<file path="src/rtl/vp_run_ctrl_pkg.sv">
package vp_run_ctrl_pkg;

    localparam int DATA_W = 64;

    localparam logic [7:0] OFS_RUN  = 8'h00;
    localparam logic [7:0] OFS_STOP = 8'h08;
    localparam logic [7:0] OFS_STAT = 8'h10;

    typedef enum logic [1:0] {
        SEL_NONE,
        SEL_RUN,
        SEL_STOP,
        SEL_STAT
    } reg_sel_e;

    typedef struct packed {
        logic running;
        logic pending;
        logic reset_req;
        logic halt_req;
    } vp_state_t;

    typedef struct packed {
        logic boot;
    } ctl_state_t;

endpackage

</file>
<file path="src/rtl/vp_run_ctrl_decode.sv">
module vp_run_ctrl_decode
    import vp_run_ctrl_pkg::*;
#(
    parameter int          ADDR_W     = 12,
    parameter logic [11:0] WIN_A_BASE = 12'h000,
    parameter logic [11:0] WIN_B_BASE = 12'h100
) (
    input  logic [ADDR_W-1:0] addr,
    output reg_sel_e          sel
);

    localparam int NUM_WIN = 2;

    logic [NUM_WIN-1:0][ADDR_W-1:0] win_base;
    assign win_base[0] = ADDR_W'(WIN_A_BASE);
    assign win_base[1] = ADDR_W'(WIN_B_BASE);

    always_comb begin
        sel = SEL_NONE;
        for (int w = 0; w < NUM_WIN; w++) begin
            if (addr == win_base[w] + ADDR_W'(OFS_RUN))  sel = SEL_RUN;
            if (addr == win_base[w] + ADDR_W'(OFS_STOP)) sel = SEL_STOP;
            if (addr == win_base[w] + ADDR_W'(OFS_STAT)) sel = SEL_STAT;
        end
    end

endmodule

</file>
<file path="src/rtl/vp_run_ctrl_slice.sv">
module vp_run_ctrl_slice
    import vp_run_ctrl_pkg::*;
(
    input  logic clk,
    input  logic rst_n,
    input  logic run_sel,
    input  logic stop_sel,
    input  logic reset_done,
    output logic running,
    output logic pending,
    output logic reset_req,
    output logic halt_req
);

    vp_state_t st_d, st_q;

    always_comb begin
        st_d           = st_q;
        st_d.reset_req = run_sel && !st_q.running && !st_q.pending;
        st_d.halt_req  = stop_sel && st_q.running;
        if (st_d.reset_req) begin
            st_d.pending = 1'b1;
        end
        if (st_q.pending && reset_done) begin
            st_d.pending = 1'b0;
            st_d.running = 1'b1;
        end
        if (st_d.halt_req) begin
            st_d.running = 1'b0;
        end
    end

    always_ff @(posedge clk or negedge rst_n) begin
        if (!rst_n) begin
            st_q <= '0;
        end else begin
            st_q <= st_d;
        end
    end

    assign running   = st_q.running;
    assign pending   = st_q.pending;
    assign reset_req = st_q.reset_req;
    assign halt_req  = st_q.halt_req;

endmodule

</file>
<file path="src/rtl/vp_run_ctrl.sv">
module vp_run_ctrl
    import vp_run_ctrl_pkg::*;
#(
    parameter int          NUM_VP        = 1,
    parameter logic [63:0] START_RUNNING = 64'h1,
    parameter int          ADDR_W        = 12,
    parameter logic [11:0] WIN_A_BASE    = 12'h000,
    parameter logic [11:0] WIN_B_BASE    = 12'h100
) (
    input  logic              clk,
    input  logic              rst_n,
    input  logic [ADDR_W-1:0] bus_addr,
    input  logic              bus_wr,
    input  logic [63:0]       bus_wdata,
    output logic [63:0]       bus_rdata,
    output logic [NUM_VP-1:0] vp_reset_req,
    output logic [NUM_VP-1:0] vp_halt_req,
    input  logic [NUM_VP-1:0] vp_reset_done
);

    localparam logic [DATA_W-1:0] VALID_MASK = {DATA_W{1'b1}} >> (DATA_W - NUM_VP);
    localparam logic [DATA_W-1:0] BOOT_MASK  = START_RUNNING & VALID_MASK;

    if (NUM_VP < 1 || NUM_VP > DATA_W) begin : g_bad_count
        $error("vp_run_ctrl: NUM_VP must lie in 1..64");
    end
    if (START_RUNNING > VALID_MASK) begin : g_bad_start
        $error("vp_run_ctrl: START_RUNNING names a VP beyond NUM_VP");
    end

    reg_sel_e sel;

    vp_run_ctrl_decode #(
        .ADDR_W    (ADDR_W),
        .WIN_A_BASE(WIN_A_BASE),
        .WIN_B_BASE(WIN_B_BASE)
    ) u_decode (
        .addr(bus_addr),
        .sel (sel)
    );

    ctl_state_t ctl_d, ctl_q;
    logic [DATA_W-1:0] wdata_masked;
    logic [DATA_W-1:0] run_vec;
    logic [DATA_W-1:0] stop_vec;
    logic              wdata_unused;

    always_comb begin
        ctl_d        = ctl_q;
        ctl_d.boot   = 1'b0;
        wdata_masked = bus_wdata & VALID_MASK;
        run_vec      = '0;
        stop_vec     = '0;
        if (bus_wr && sel == SEL_RUN)  run_vec  = wdata_masked;
        if (bus_wr && sel == SEL_STOP) stop_vec = wdata_masked;
        if (ctl_q.boot)                run_vec  = run_vec | BOOT_MASK;
    end

    assign wdata_unused = ^{run_vec, stop_vec};

    always_ff @(posedge clk or negedge rst_n) begin
        if (!rst_n) begin
            ctl_q <= '{boot: 1'b1};
        end else begin
            ctl_q <= ctl_d;
        end
    end

    logic [NUM_VP-1:0] running_vec;
    logic [NUM_VP-1:0] pending_vec;

    for (genvar i = 0; i < NUM_VP; i++) begin : g_vp
        vp_run_ctrl_slice u_slice (
            .clk       (clk),
            .rst_n     (rst_n),
            .run_sel   (run_vec[i]),
            .stop_sel  (stop_vec[i]),
            .reset_done(vp_reset_done[i]),
            .running   (running_vec[i]),
            .pending   (pending_vec[i]),
            .reset_req (vp_reset_req[i]),
            .halt_req  (vp_halt_req[i])
        );
    end

    assign bus_rdata = (sel == SEL_STAT) ? DATA_W'(running_vec) : '0;

endmodule

</file>
<file path="config.mk">
export PLATFORM = sky130hd
export DESIGN_NAME = vp_run_ctrl
export DESIGN_NICKNAME = d
export VERILOG_FILES = /design/src/rtl/vp_run_ctrl_pkg.sv /design/src/rtl/vp_run_ctrl_decode.sv /design/src/rtl/vp_run_ctrl_slice.sv /design/src/rtl/vp_run_ctrl.sv
export SDC_FILE = /design/constraint.sdc
export NUM_CORES = 1
export LEC_CHECK = 0
export BUFFER_PORTS_ARGS = -buffer_cell sky130_fd_sc_hd__buf_2
export CORE_MARGIN = 3
export CORE_UTILIZATION = 27
export CTS_CLUSTER_SIZE = 16
export DETAILED_ROUTE_END_ITERATION = 8
export PLACE_DENSITY = 0.93
export SYNTH_ARGS = -nofsm -noshare
export SYNTH_HDL_FRONTEND = slang
export SYNTH_HIERARCHICAL = 1
export SYNTH_SLANG_ARGS = --single-unit
</file>
<file path="constraint.sdc">
create_clock -name clk -period 4.3 [get_ports clk]
set_input_delay 0.645 -clock clk [delete_from_list [all_inputs] [get_ports clk]]
set_output_delay 0.645 -clock clk [all_outputs]
set_load 0.01 [all_outputs]
</file>
==> impl_metrics.json, run 1 <==
{
  "cts-root-buf": "clkbuf_4",
  "grt_first_pass_wirelength_um": 1140,
  "port_buffers": 18,
  "place_congestion": 0.590,
  "leakagePower_uw": 0.000410,
  "ys_types": 17,
  "status": "completed",
  "p_per_area_nw_per_um2": 238,
  "fin_area_um2": 642,
  "postCtsSetupRepairBufs": 0,
  "cp_max_fo": 3,
  "finalCoreUtilization_pct": 25.4,
  "stdcell_count": 137,
  "totalWireLength_um": 1030,
  "yosysTopAreaCell": "buf_4",
  "n_antenna_cell": 0,
  "clk_latency_ns": 0.24,
  "crit_arrival_ns": 2.27,
  "avgViaCountPerCell": 2.88,
  "syn_area_per_cell_um2": 8.52,
  "placedCellCount": 133,
  "mostFrequentLayoutCell": "conb_1",
  "critPathKind": "primary input to output pin",
  "clk_path_buf_depth": 2,
  "placed_area_um2": 616,
  "final-hold-violation-count": 0,
  "hpwlAfterDp_um": 939,
  "die_x_um": 57.8,
  "worst_slew_pin_slew_ns": 0.612,
  "slew_headroom_pct": 58.9,
  "slew_viol_final": 0,
  "max_freq_ghz": 0.343,
  "start_kind": "primary input",
  "syn_inst": 85,
  "first_pass_iters": 4,
  "synth_top_cell_area_share_pct": 65.3,
  "synth_seq_cells": 5,
  "clkTransAtPathRegs_ns": 0.04,
  "final_cell_mix": "64 x conb_1, 18 x buf_2, 4 x dfrtp_1",
  "finalCriticalPeriod_ns": 2.92,
  "ctsHoldBuffers": 0,
  "fp.dieArea_um2": 3340,
  "rsz0062_at_grt": "false",
  "ant_nets": 0,
  "cts_sinks": 5,
  "grt_antenna_before_repair": 0,
  "drive_gt1_share_pct": 24.3,
  "cts_tree": "done",
  "fin_crit_sh_pct": 67.8,
  "io_pins": 146,
  "max_cap_viol_count": 0,
  "skew_ns": 0.000303,
  "vdd_ir_drop_max_v": 0.000159,
  "vias": 394,
  "required_ns": 3.65,
  "grt_overflow": 0,
  "rows": 18,
  "syn2layout_area_growth_pct": -11.4,
  "endpoint_kind": "output pin",
  "synth_warnings": 6,
  "cts-resized-gates": 0,
  "r2r_cells": 3,
  "grt_pass1_vias": 271,
  "start_util_pct": 28.7,
  "r2r-start": "ctl_q",
  "r2r_slack_ns": 3.34,
  "coreArea_um2": 2520,
  "grtUsageTotal_pct": 4.98,
  "cts_made_buffers": 3,
  "die_h_um": 57.8,
  "nets": 188,
  "synth_area_leaders": "buf_4 65%, dfrtp_1 14%, dfstp_2 3.6%",
  "synth_area_um2": 724,
  "report.power.total_uw": 153,
  "setup_violations": 0,
  "htreeDepth": 1,
  "drc_errors": 0,
  "tns_ns": 0,
  "hp-class": "primary input to async pin",
  "drt-initial-drc-count": 12,
  "grt_max_degree": 6,
  "synth-seq-area-share_pct": 17.4,
  "wire_per_inst_um": 7.55,
  "r2r-end": "g_vp[0].u_slice/pending"
}
worst max-delay path by stage:
| stage | depth (start not counted) | slack [ns] | to | start |
|---|---|---|---|---|
| final | 5 | 1.38 | bus_rdata[0] | bus_addr[11] |
| after global routing | 5 | 1.26 | bus_rdata[0] | bus_addr[11] |
| after CTS | 5 | 1.32 | bus_rdata[0] | bus_addr[11] |
| after detailed placement | 5 | 1.32 | bus_rdata[0] | bus_addr[11] |
| after global placement | 5 | 1.38 | bus_rdata[0] | bus_addr[11] |
| after floorplan | 3 | 1.78 | bus_rdata[0] | bus_addr[11] |
where the power goes:
part | total, uW | internal [uW] | switching, uW
clock network | 54.4 | 35.1 | 19.3
registers | 56.5 | 52.2 | 4.29
logic | 41.8 | 9.75 | 32.1
total | 153 | 97.1 | 55.7
cells by family after synthesis:
| group | synth area share (%) |
|---|---|
| DFF | 17.4 |
| muxes | 1.38 |
| other | 0.518 |
| xor gates and xnor gates | 1.21 |
| buffers and inverters | 66.3 |
| and+or+nand+nor | 10.7 |
| AOI/OAI and AO/OA | 2.42 |
registers in the layout, indices dropped and copies added (netlist names):
register                flops
g_vp.u_slice/running        1
g_vp.u_slice/halt_req       1
g_vp.u_slice/pending        1
g_vp.u_slice/reset_req      1
ctl_q                       1
cells in the mapped netlist (all sizes together):
master and count:
a21o 1, a41o 1, and2 1, and3 1, buf 63, conb 1, dfrtp 4, dfstp 1
inv 2, mux2i 1, nand2 2, nor3 1, nor3b 1, nor4 2, or4 2, xnor2 1
area by class of cell:
type	count	area, um^2
Clock buffer	4	26.3
Fill cell	278	1880
Inverter	2	7.51
Multi-Input combinational cell	78	354
Sequential cell	5	126
Tap cell	30	37.5
Timing Repair Buffer	18	90.1
stage by stage:
stage / hold slack (ns) / setup WS, ns
floorplan: 0.349 / 1.78
global placement: 0.460 / 1.38
detailed placement: 0.465 / 1.32
CTS: 0.205 / 1.32
global route: 0.201 / 1.26
finish: 0.214 / 1.38
routing by layer:
metal  vias to the layer above  track usage [%]  part of all wire (%)
met5                         -                0                     0
met1                       165             5.03                    29
met4                         0             4.97                     0
met2                        44             7.90                    52
li1                        185                -                     -
met3                         0             1.56                    18
worst max-delay path: stages:
cell and delay [ns]:
buf_2 0.09, or4_1 0.57, nor4_1 0.55, and3_2 0.28, buf_2 0.13
Note: power is estimated with default switching activity, not from simulation.
==> inputs of run 2 (changes only) <==
Settings changed: CORE_UTILIZATION 27 to 22, PLACE_DENSITY 0.93 to 0.82.
Clock period 4.3 ns to 2.52 ns, I/O delays scaled along.
==> impl_metrics.json, run 2 (synthesized netlist as in run 1, its figures left out) <==
{
  "grt_antenna_before_repair": 0,
  "start_util_pct": 23.3,
  "p_per_area_nw_per_um2": 384,
  "critPathKind": "primary input to output pin",
  "cts_tree": "done",
  "finalCriticalPeriod_ns": 2.12,
  "ant_nets": 0,
  "totalWireLength_um": 1110,
  "r2r-end": "g_vp[0].u_slice/pending",
  "grt_pass1_vias": 299,
  "mostFrequentLayoutCell": "conb_1",
  "cp_max_fo": 3,
  "drive_gt1_share_pct": 24.8,
  "cts_made_buffers": 3,
  "critical-path-max-stage-delay_ns": 0.55,
  "r2r-start": "ctl_q",
  "grtUsageTotal_pct": 4.60,
  "cp_cell_sequence": "buf_2, or4_1, nor4_1, buf_4, and3_2, buf_2",
  "crit_top_cell": "buf_2",
  "placed_area_um2": 641,
  "grt_overflow": 0,
  "clk_latency_ns": 0.24,
  "htreeDepth": 1,
  "final_cell_mix": "64 x conb_1, 18 x buf_2, 4 x dfrtp_1",
  "cts_sinks": 5,
  "skew_ns": 0.00206,
  "rows": 20,
  "setup_violations": 0,
  "vdd_ir_drop_max_v": 0.000196,
  "hold_depth": 3,
  "fin_area_um2": 677,
  "first_pass_iters": 1,
  "cp_slowest_cell": "or4_1",
  "start_kind": "primary input",
  "path_delay_family": "simple AND/OR/NAND/NOR gates",
  "endpoint_kind": "output pin",
  "n_antenna_cell": 0,
  "worstHoldStart": "vp_reset_done",
  "max_cap_viol_count": 0,
  "coreArea_um2": 3100,
  "drt-initial-drc-count": 0,
  "io_pins": 146,
  "grt_first_pass_wirelength_um": 1320,
  "slew_viol_final": 0,
  "port_buffers": 18,
  "crit_arrival_ns": 1.74,
  "fin_crit_sh_pct": 84.0,
  "drc_errors": 0,
  "tns_ns": 0,
  "fp.dieArea_um2": 4020,
  "hp-class": "primary input to flip-flop",
  "die_h_um": 63.4,
  "nets": 190,
  "clkTransAtPathRegs_ns": 0.04,
  "final-hold-violation-count": 0,
  "place_congestion": 0.638,
  "min_to": "g_vp[0].u_slice/running",
  "r2r_cells": 3,
  "cp_num_buf_inv": 3,
  "finalCoreUtilization_pct": 21.8,
  "grt_max_degree": 6,
  "required_ns": 2.14,
  "max_freq_ghz": 0.472,
  "cts-resized-gates": 0,
  "clk_path_buf_depth": 2,
  "die_x_um": 63.4,
  "leakagePower_uw": 0.000420,
  "r2r_slack_ns": 1.57,
  "rsz0062_at_grt": "false",
  "cts-root-buf": "clkbuf_4",
  "vias": 413,
  "wire_per_inst_um": 7.24,
  "avgViaCountPerCell": 2.70,
  "syn2layout_area_growth_pct": -6.56,
  "status": "completed"
}
-- run 2: cell count changes in the layout (fill, tap and decap cells not counted), sizes merged --
cell,change
buf,+1
dlygate4sd3,+1
-- run 2: worst min-delay path: cells and delay by family --
kind | cells | cell delay, ns
buffers and inverters | 1 | 0.10
AND/OR/NAND/NOR | 1 | 0.05
multiplexers | 1 | 0.06
-- run 2: worst max-delay path by stage --
stage	from	endpoint	slack (ns)	cells past startpoint
floorplan	bus_addr[11]	bus_rdata[0]	0.53	3
global placement	bus_addr[11]	bus_rdata[0]	0.37	5
detailed placement	bus_addr[11]	g_vp[0].u_slice/pending	0.35	7
CTS	bus_addr[11]	bus_rdata[0]	0.36	5
global route	bus_addr[1]	bus_rdata[0]	0.28	5
finish	bus_addr[11]	bus_rdata[0]	0.40	6
-- run 2: report_power, final --
part / internal (uW) / leakage (uW) / switching, uW
Combinational: 17.7 / 0.000343 / 55.3
Sequential: 89.2 / 0.0000613 / 6.76
Clock: 59.8 / 0.0000150 / 31.3
Total: 167 / 0.000420 / 93.4
-- run 2: metal layers --
| layer | track usage [%] | wire length, um |
|---|---|---|
| met1 | 4.86 | 349 |
| met2 | 6.52 | 551 |
| met3 | 1.43 | 191 |
| met4 | 5.66 | 14 |
| met5 | 0 | 0 |
-- run 2: repair_timing --
action,4_1_cts,5_1_grt
setup endpoints to repair,0,0
hold endpoints to repair,4,0
buffers inserted,0,0
hold buffers,1,0
-- run 2: through the flow --
step | total power, uW | setup WS [ns] | hold slack, ns | std cells
CTS | 264 | 0.356 | 0.398 | 153
global placement | 165 | 0.374 | 0.193 | 148
finish | 260 | 0.403 | 0.404 | 153
detailed placement | 167 | 0.348 | 0.198 | 148
global route | 279 | 0.283 | 0.422 | 153
floorplan | 221 | 0.531 | 0.0824 | 148
-- run 2: final cells by class --
class                      instances  area, um^2
clock buffer                       4        26.3
fill                             357        2430
inverter                           2        7.51
multi-input combinational         78         354
sequential                         5         126
tap                               44        55.1
timing repair buffer              20         108
==> inputs of run 3 (changes only) <==
Clock period 2.52 ns to 1.8 ns, I/O delays scaled along.
==> impl_metrics.json, run 3 (synthesized netlist as in run 1, its figures left out) <==
{
  "cts_sinks": 5,
  "finalCriticalPeriod_ns": 1.84,
  "start_kind": "primary input",
  "leakagePower_uw": 0.000439,
  "grtUsageTotal_pct": 4.93,
  "endpoint_kind": "output pin",
  "cts_tree": "done",
  "avgViaCountPerCell": 2.79,
  "die_h_um": 63.4,
  "cp_num_buf_inv": 2,
  "clkTransAtPathRegs_ns": 0.04,
  "critPathKind": "primary input to output pin",
  "grt_antenna_before_repair": 0,
  "violations": "setup timing",
  "slew_viol_final": 0,
  "clk_path_buf_depth": 2,
  "hold_slack_ns": 0.308,
  "drive_gt1_share_pct": 28.8,
  "required_ns": 1.53,
  "fin_crit_sh_pct": 102,
  "rsz0062_at_grt": "true",
  "io_pins": 146,
  "n_antenna_cell": 0,
  "nets": 192,
  "grt_overflow": 0,
  "start_util_pct": 23.3,
  "hpwlAfterDp_um": 1060,
  "grt_max_degree": 6,
  "drt-initial-drc-count": 1,
  "cp_slowest_cell": "or4_4",
  "path_delay_family": "simple AND/OR/NAND/NOR gates",
  "p_per_area_nw_per_um2": 504,
  "hp-class": "primary input to flip-flop",
  "clk_latency_ns": 0.24,
  "mostFrequentLayoutCell": "conb_1",
  "setup_ws_ns": -0.0393,
  "vias": 432,
  "skew_ns": 0.000236,
  "first_pass_iters": 2,
  "rows": 20,
  "coreArea_um2": 3100,
  "report.power.total_uw": 369,
  "max_cap_viol_count": 0,
  "ant_nets": 0,
  "final_cell_mix": "64 x conb_1, 16 x buf_2, 4 x dfrtp_1",
  "pre_cts_ws_ns": -0.260,
  "vdd_ir_drop_max_v": 0.000318,
  "fp.dieArea_um2": 4020,
  "syn2layout_area_growth_pct": 0.864,
  "port_buffers": 18,
  "cts-root-buf": "clkbuf_4",
  "crit_arrival_ns": 1.57,
  "drc_errors": 0,
  "htreeDepth": 1,
  "cts_made_buffers": 3,
  "die_x_um": 63.4,
  "grt_pass1_vias": 312,
  "cp_max_fo": 2,
  "wire_per_inst_um": 7.67,
  "setup_violations": 1,
  "place_congestion": 0.620,
  "grt_first_pass_wirelength_um": 1480,
  "max_freq_ghz": 0.544,
  "critical-path-max-stage-delay_ns": 0.55,
  "final-hold-violation-count": 0,
  "nFillCells": 352,
  "totalWireLength_um": 1190,
  "status": "complete, but fails checks",
  "tns_ns": -0.0393,
  "cp_cell_sequence": "buf_2, or4_4, nor4_4, and3_4, buf_6"
}
[run 3: tightest hold or removal path, stage by stage]
cell     delay (ns)
buf_2          0.10
nand2_1        0.06
mux2i_1        0.06
[run 3: stage by stage]
stage                     std cells  util [%]  instance area [um^2]
after CTS                       155      23.5                   731
final                           155      23.5                   731
after global routing            155      23.5                   731
after global placement          149      20.9                   648
after floorplan                 148         -                   961
after detailed placement        149      20.9                   648
[run 3: area by class of cell]
class / count / area (um^2) / share of cell area (%)
Multi-Input combinational cell: 78 / 380 / 52.1
Timing Repair Buffer: 22 / 135 / 18.5
Sequential cell: 5 / 126 / 17.3
Clock buffer: 4 / 26.3 / 3.60
Tap cell: 44 / 55.1 / 7.53
Inverter: 2 / 7.51 / 1.03
[run 3: worst paths after layout]
check	start	end	slack [ns]	depth (start not counted)
max	bus_addr[11]	bus_rdata[0]	-0.04	5
min in group asynchronous	rst_n	g_vp[0].u_slice/halt_req	0.38	2
max in group asynchronous	rst_n	ctl_q	1.21	2
max reg2reg	ctl_q	g_vp[0].u_slice/pending	0.85	3
min reg2reg	g_vp[0].u_slice/pending	g_vp[0].u_slice/reset_req	0.49	1
min	vp_reset_done	g_vp[0].u_slice/running	0.31	3
[run 3: power by group]
group / switching (uW) / internal [uW] / leakage (uW)
sequential: 10.1 / 125 / 0.0000613
combinational: 81.0 / 27.3 / 0.000362
clock: 41.8 / 83.5 / 0.0000150
total: 133 / 236 / 0.000439
[run 3: per-layer routing]
metal / GRT usage (%) / share of wire (%) / up-vias
met5: 0 / 0 / -
met4: 3.23 / 0 / 0
met3: 2.85 / 16 / 0
met2: 8.08 / 54 / 43
met1: 4.65 / 30 / 194
li1: - / - / 195
[run 3: timing repair]
action                                  4_1_cts  5_1_grt
hold buffers                                  1        0
resized for setup                             7        0
buffers inserted                              1        0
endpoints found under the hold margin         4        0
pin swaps                                     4        2
endpoints found under the setup margin        2        2
